===== src/rtl/tx_burst_framer.sv =====
module tx_burst_framer #(
  parameter int PRE_BITS   = 96,
  parameter int MAX_RUN    = 24,
  parameter int TX_LIMIT   = 192000,
  parameter int PAUSE_BITS = 9600
) (
  input  logic clk,
  input  logic rst_n,
  input  logic bit_stb,
  input  logic burst_req,
  input  logic data_valid,
  input  logic data_bit,
  input  logic pat_sel,
  output logic di_out,
  output logic tx_active,
  output logic pause_flag,
  output logic data_ready,
  output logic run_err
);
  localparam int PW = (PRE_BITS > 4) ? $clog2(PRE_BITS) : 2;
  localparam int TW = $clog2(TX_LIMIT + 1);
  localparam int QW = (PAUSE_BITS > 2) ? $clog2(PAUSE_BITS) : 1;
  localparam int RW = $clog2(MAX_RUN + 2);
  localparam logic [PW-1:0] PRE_LAST   = PW'(PRE_BITS - 1);
  localparam logic [TW-1:0] TX_LAST    = TW'(TX_LIMIT);
  localparam logic [QW-1:0] PAUSE_LAST = QW'(PAUSE_BITS - 1);
  localparam logic [RW-1:0] RUN_CAP    = RW'(MAX_RUN);

  typedef enum logic [1:0] {S_IDLE, S_PRE, S_DATA, S_PAUSE} st_t;

  st_t           st;
  logic [PW-1:0] idx;
  logic [TW-1:0] tcnt;
  logic [QW-1:0] qcnt;
  logic [RW-1:0] run;
  logic          dbit;

  wire at_limit = (tcnt == TX_LAST);
  wire pre_bit  = pat_sel ? ~idx[1] : ~idx[0];
  wire same     = (st == S_DATA) && (data_bit == dbit);

  assign tx_active  = (st == S_PRE) || (st == S_DATA);
  assign pause_flag = (st == S_PAUSE);
  assign data_ready = !at_limit && ((st == S_DATA) || (st == S_PRE && idx == PRE_LAST));
  assign di_out     = (st == S_PRE) ? pre_bit : (st == S_DATA) ? dbit : 1'b0;

  always_ff @(posedge clk or negedge rst_n) begin
    if (!rst_n) begin
      st      <= S_IDLE;
      idx     <= '0;
      tcnt    <= '0;
      qcnt    <= '0;
      run     <= '0;
      dbit    <= 1'b0;
      run_err <= 1'b0;
    end else if (bit_stb) begin
      case (st)
        S_IDLE: if (burst_req) begin
          st   <= S_PRE;
          idx  <= '0;
          tcnt <= TW'(1);
        end
        S_PRE: begin
          if (at_limit) begin
            st   <= S_PAUSE;
            qcnt <= '0;
          end else if (idx == PRE_LAST) begin
            if (data_valid) begin
              st   <= S_DATA;
              dbit <= data_bit;
              run  <= RW'(1);
              tcnt <= tcnt + 1'b1;
            end else begin
              st <= S_IDLE;
            end
          end else begin
            idx  <= idx + 1'b1;
            tcnt <= tcnt + 1'b1;
          end
        end
        S_DATA: begin
          if (at_limit) begin
            st   <= S_PAUSE;
            qcnt <= '0;
          end else if (data_valid) begin
            dbit <= data_bit;
            tcnt <= tcnt + 1'b1;
            if (same) begin
              if (run <= RUN_CAP) run <= run + 1'b1;
              if (run >= RUN_CAP) run_err <= 1'b1;
            end else begin
              run <= RW'(1);
            end
          end else begin
            st <= S_IDLE;
          end
        end
        default: begin
          if (qcnt == PAUSE_LAST) st <= S_IDLE;
          else qcnt <= qcnt + 1'b1;
        end
      endcase
    end
  end

  assert_pause_quiet_R8: assert property (@(posedge clk) disable iff (!rst_n)
    pause_flag |-> (!tx_active && !di_out && !data_ready));

  assert_ready_in_burst_R5: assert property (@(posedge clk) disable iff (!rst_n)
    data_ready |-> tx_active);

  assert_line_low_idle_R6: assert property (@(posedge clk) disable iff (!rst_n)
    !tx_active |-> !di_out);

  assert_strobe_paced_R11: assert property (@(posedge clk) disable iff (!rst_n)
    !bit_stb |=> ($stable(tx_active) && $stable(di_out) && $stable(pause_flag)));

  assert_err_sticky_R10: assert property (@(posedge clk) disable iff (!rst_n)
    run_err |=> run_err);

  assert_no_start_in_pause_R9: assert property (@(posedge clk) disable iff (!rst_n)
    pause_flag |=> !tx_active);
endmodule


===== config.mk =====
export PLATFORM = sky130hd
export DESIGN_NAME = tx_burst_framer
export DESIGN_NICKNAME = d
export VERILOG_FILES = /design/src/rtl/tx_burst_framer.sv
export SDC_FILE = /design/constraint.sdc
export NUM_CORES = 1
export LEC_CHECK = 0
export BUFFER_PORTS_ARGS = -buffer_cell sky130_fd_sc_hd__clkbuf_2
export CAP_MARGIN = 20
export CELL_PAD_IN_SITES_DETAIL_PLACEMENT = 2
export CELL_PAD_IN_SITES_GLOBAL_PLACEMENT = 2
export CORE_ASPECT_RATIO = 1.25
export CORE_MARGIN = 8
export CORE_UTILIZATION = 37
export CTS_BUF_LIST = sky130_fd_sc_hd__clkbuf_4 sky130_fd_sc_hd__clkbuf_8
export CTS_CLUSTER_DIAMETER = 120
export DETAILED_ROUTE_END_ITERATION = 8
export PLACE_DENSITY_LB_ADDON = 0.1
export SLEW_MARGIN = 25
export SYNTH_ARGS = -nofsm -noshare
export SYNTH_HDL_FRONTEND = slang
export SYNTH_SLANG_ARGS = --single-unit
export TNS_END_PERCENT = 10

===== constraint.sdc =====
create_clock -name clk -period 2.14 [get_ports clk]
set_input_delay 0.535 -clock clk [delete_from_list [all_inputs] [get_ports clk]]
set_output_delay 0.535 -clock clk [all_outputs]
set_load 0.005 [all_outputs]

# --- Word level (Yosys, flattened, before mapping) ---
# Index checks and enable logic that the tools add are counted.
totals:
  register_bits: 48
  wordCells: 92
classes:
  add_sub_neg: 4
  order_cmp: 2
  eq_ne: 19
  n_mux: 37
  n_bitwise: 4
  n_reduce_logical: 19
op_table:
  columns: ["cell", "count"]
  rows:
  - ["18-bit two-way mux", 5]
  - ["18-bit one-hot mux with 3 select lines", 1]
  - ["5-bit two-way mux", 7]
  - ["14-bit two-way mux", 2]
  - ["14-bit one-hot mux with 2 select lines", 1]
  - ["7-bit two-way mux", 3]
  - ["5-bit AND reduction", 4]
  - ["18-bit by 1-bit adder with 18-bit output (second input constant)", 1]
  - ["18-bit equality test (second input constant)", 1]
  - ["14-bit by 1-bit adder with 14-bit output (second input constant)", 1]
  - ["14-bit equality test (second input constant)", 1]
  - ["2-bit two-way mux", 7]
  - ["2-bit inequality test (second input constant)", 7]
  - ["7-bit one-hot mux with 2 select lines", 1]
  - ["5-bit one-hot mux with 2 select lines", 1]
  - ["8-bit AND reduction", 1]
  - ["7-bit by 1-bit adder with 7-bit output (second input constant)", 1]
  - ["7-bit equality test (second input constant)", 1]
  - ["1-bit two-way mux", 7]
  - ["3-bit by 2-bit inequality test with 1-bit output (second input constant)", 2]
  - ["2-bit one-hot mux with 3 select lines", 1]
  - ["6-bit AND reduction", 1]
  - ["5-bit by 1-bit adder with 5-bit output (second input constant)", 1]
  - ["5-bit >= comparator (second input constant)", 1]
  - ["other kinds (17)", 26]

# --- Logic depth before layout (Yosys ltp) ---
logic_depth:
  word_depth: 6
  mapped_depth: 10

# --- Worst setup path before layout ---
# No wires, ideal clock.
synth_path:
  kind: "reg-to-reg"
  startpoint: "register tcnt[0]"
  endpoint: "register tcnt[14]"
  t_arrival_ps: 1900
  slack_ps: 106
  stages_incl_launch_ff: 11
  cell_sequence: "dfrtp_1 > inv_1 > ha_1 > and4bb_2 > and2_1 > buf_6 > a31o_2 > buf_2 > clkbuf_1 > o21ai_0 > o31ai_1"
synth_via:
  elab_chain_cells: 5
  elab_cells_between_ends: 10
synth_lines:
  columns: ["item", "line_no", "source"]
  rows:
  - ["start, declared", "33", "logic [TW-1:0] tcnt;"]
  - ["start signal, assigned", "72", "tcnt <= tcnt + 1'b1;"]
  - ["start signal, assigned", "78", "tcnt <= tcnt + 1'b1;"]
  - ["start signal, assigned", "87", "tcnt <= tcnt + 1'b1;"]
  - ["18-bit by 1-bit adder with 18-bit output", "72, 78, 87", null]
  - ["18-bit two-way mux", "68, 85", null]
  - ["18-bit two-way mux", "67", "end else if (idx == PRE_LAST) begin"]
  - ["18-bit two-way mux", "64", "if (at_limit) begin"]
  - ["18-bit one-hot mux with 3 select lines", "57", "case (st)"]
# Several ways; a longest one is shown, not always the timed one. The select of a mux whose other input is x is not followed.
# A chain may end at the register's enable or synchronous reset.

# --- Worst setup path after layout ---
layout_path:
  startpoint: "register st[1]"
  endpoint: "output data_ready"
layout_via:
  elab_chain_cells: 4
  elab_cells_between_ends: 5
layout_lines:
  columns: ["item", "line_no", "source"]
  rows:
  - ["start, declared", "31", "st_t st;"]
  - ["start signal, assigned", "49", "st <= S_IDLE;"]
  - ["start signal, assigned", "59", "st <= S_PRE;"]
  - ["start signal, assigned", "65", "st <= S_PAUSE;"]
  - ["2-bit by 1-bit equality test with 1-bit output", "44", "assign data_ready = !at_limit && ((st == S_DATA) || (st == S_PRE && idx == PRE_LAST));"]
  - ["1-bit logical AND", "44", null]
  - ["1-bit logical OR (*)", "44", null]
  - ["1-bit logical AND (*)", "44", null]
  - ["end, declared", "17", "output logic data_ready,"]
# Every way passes the cells marked *; elsewhere a longest branch is shown, timed or not.

==> metrics <==
CP max stage delay between 0.4 and 0.5 ns; Seq/Total Area, Yosys 0.3751; largest net degree at the start of global routing slightly below 50; Worst Skew between 0.008 and 0.009 ns; Critical Path RT between 1.5 and 2 ns; CP dominant cell by count buf_6; I/O Buffers 11; Max Cap Viol 0; GRT Util Overall 0.2157; Core Util, Final 0.4876; FMAX ~440 MHz; VDD IR-drop max ~530 uV; ANT nets after route 0; Worst path slowest cell dfrtp_1; top_reg_cell synth dfrtp_1; reg-to-reg startpoint tcnt[1]$_DFFE_PN0P_; vias in the first global route roughly 3800; Synth Cell Area approximately 3200 um2; Async S/R FF share, synth 1.000; Initial Util 0.3741; CTS tree built; HPWL Detailed between 8000 and 9000 um; crit end category primary output; area delta synth->final 30.32%; Worst slew margin 0.6369; drt drc 0; Synth Warn # 0; critical path's top delay family flip-flops; critical path arrival between 1.5 and 2 ns; Longest Clk Path Bufs 2; crit-path max FO 4; nets roughly 460; flops & latches, synth 48; Die ar. 11910 um2; grt total ovfl 0; buffers and inverters on the worst path 3; Clock Tree Root clkbuf_8; post-synth top area share 0.3751; gpl congestion 0.7881; RSZ-0062 raised after global routing true; CP Depth 7; first-pass GRT wire length about 20000 um; Ports 12; ratio of cells with drive above 1 in the final layout 0.3265; htree depth 2; Final Worst Setup Slack -0.1315 ns; Hold Slack 0.1990 ns; Setup Viol. Count Final 2; Hold Path Class input pin to asynchronous set/reset pin; ant diodes 0; placed inst area about 3800 um2; Design Area, Final about 4200 um2; number of vias per cell around 6.2; cell row count 38; R2R setup slack -0.07 ns; total power 4179 uW; synthesized area per cell 8.894 um2; initial drt markers about 200; Critical Path Start Type flop; synth cell count leaders 48 x dfrtp_1, 41 x nand2_1, 28 x o21ai_0, 19 x nand3_1, 19 x nor2_1; DR vias ~3400; Vert. Die Dim about 120 um; Tcrit/Tclk final 1.061; clock latency on the worst-skew pair ~0.32 ns; Syn Nets around 380; final wirelength roughly 13000 um; clock sink total 48; Worst-path clk slew about 0.090 ns; Slew @ Worst Pin 0.5389 ns; Reg-to-Reg End idx[5]$_DFFE_PN0P_; CTS buffer count 5; dominant cell type by area after synthesis dfrtp_1; Hold-fix buffers, CTS 0; core area 8558 um2; outcome finished, violations left; initial antenna violation count 0; Leak between 0.0015 and 0.002 uW; min Tclk post-route 2.271 ns; Synth cell types between 60 and 70; Setup CP Type flop to primary output; number of flops mapped to enable cells by yosys 0; Cells after Synth between 300 and 400; failing checks setup timing; Worst Reg-to-Reg Cells 9; synth top area cells dfrtp_1 38%, nand2_1 4.8%, o21ai_0 4.4%; leading cell type by number of instances after synthesis dfrtp_1; final hold vios 0; die width a little under 100 um; DR WL/cell between 20 and 25 um; PD cells 1002 nW/um2; TritonRoute pass-1 iters 4; Final Slew Violations 0; cell-by-cell trace of the critical path inv_2, ha_4, buf_6, nand3_1, o21ai_1, and2_4, buf_6
==> cell usage in the layout, fill, tap and decap left out, drive strengths merged, types with 11 or more instances in the layout <==
cell and instances:
buf 80, dfrtp 48, nand2 41, o21ai 28
nor2 19, nand3 19, o31ai 18, a21oi 17
clkbuf 17, inv 11
==> through the flow <==
step / setup TNS, ns / worst slack, ns / std cells
after floorplan: 0 / 0.1061 / 360
after global placement: -0.05170 / -0.05170 / 516
after detailed placement: -0.4287 / -0.1236 / 516
after CTS: -0.05514 / -0.04454 / 533
after global routing: -1.053 / -0.1667 / 541
final: -0.2051 / -0.1315 / 541
==> final cells by class <==
cell class / instances / area (um2)
sequential: 48 / 1204
clock buffer: 8 / 97.59
fill: 914 / 4385
tap: 100 / 125.1
timing repair buffer: 89 / 671.9
multi-input combinational: 285 / 2033
inverter: 11 / 41.29
==> how the worst max path moves through the flow <==
stage / startpoint / end / slack [ns]
3_5_place_dp: st[1]$_DFFE_PN0P_ / tcnt[5]$_DFFE_PN0P_ / -0.12
2_1_floorplan: tcnt[0]$_DFFE_PN0P_ / tcnt[14]$_DFFE_PN0P_ / 0.11
4_1_cts: tcnt[1]$_DFFE_PN0P_ / data_ready / -0.04
5_1_grt: st[1]$_DFFE_PN0P_ / data_ready / -0.17
6_report: st[1]$_DFFE_PN0P_ / data_ready / -0.13
3_3_place_gp: st[1]$_DFFE_PN0P_ / tcnt[8]$_DFFE_PN0P_ / -0.05
==> worst reg2reg max path, delay by kind of cell, from the launching register on <==
kind / cells / cell delay (ns)
simple gates: 4 / 1.01
flops: 1 / 0.39
buf+inv: 3 / 0.36
fa+ha+maj: 1 / 0.15
compound gates: 1 / 0.23
==> power by group <==
group | total (uW) | switching, uW | internal (uW)
clock network | 621 | 331 | 290
registers | 1220 | 188 | 1030
logic | 2340 | 1330 | 1010
==> cells by family (layout without fill, tap and decap cells) <==
family                   after synthesis  in the layout  synth area share
AND/OR/NAND/NOR                      149            149            0.2607
AO/OA/AOI/OAI                        116            116            0.2517
flip-flops                            48             48            0.3751
buffers and inverters                 27            108           0.04103
adder cells (fa/ha/maj)               10             10           0.03908
multiplexers                           9              9           0.02970
XOR/XNOR                               1              1          0.002736
==> metal layers <==
metal,global-route usage,vias up,share of wire
met5,0,-,0
met4,0.09108,0,0.032
met3,0.02665,29,0.023
met2,0.4131,64,0.56
met1,0.2292,1745,0.39
li1,-,1543,-
==> sequential cells by signal (all words and copies together), names as in the netlist <==
name     flops
st           2
dbit         1
run_err      1
idx          7
tcnt        18
run          5
qcnt        14
==> what timing repair did <==
action | 4_1_cts | 5_1_grt
setup endpoints to repair | 28 | 31
gates cloned | 0 | 1
gates resized for setup | 35 | 21
setup buffers | 9 | 7
pin swaps | 2 | 7
(Power assumes the default switching activity.)
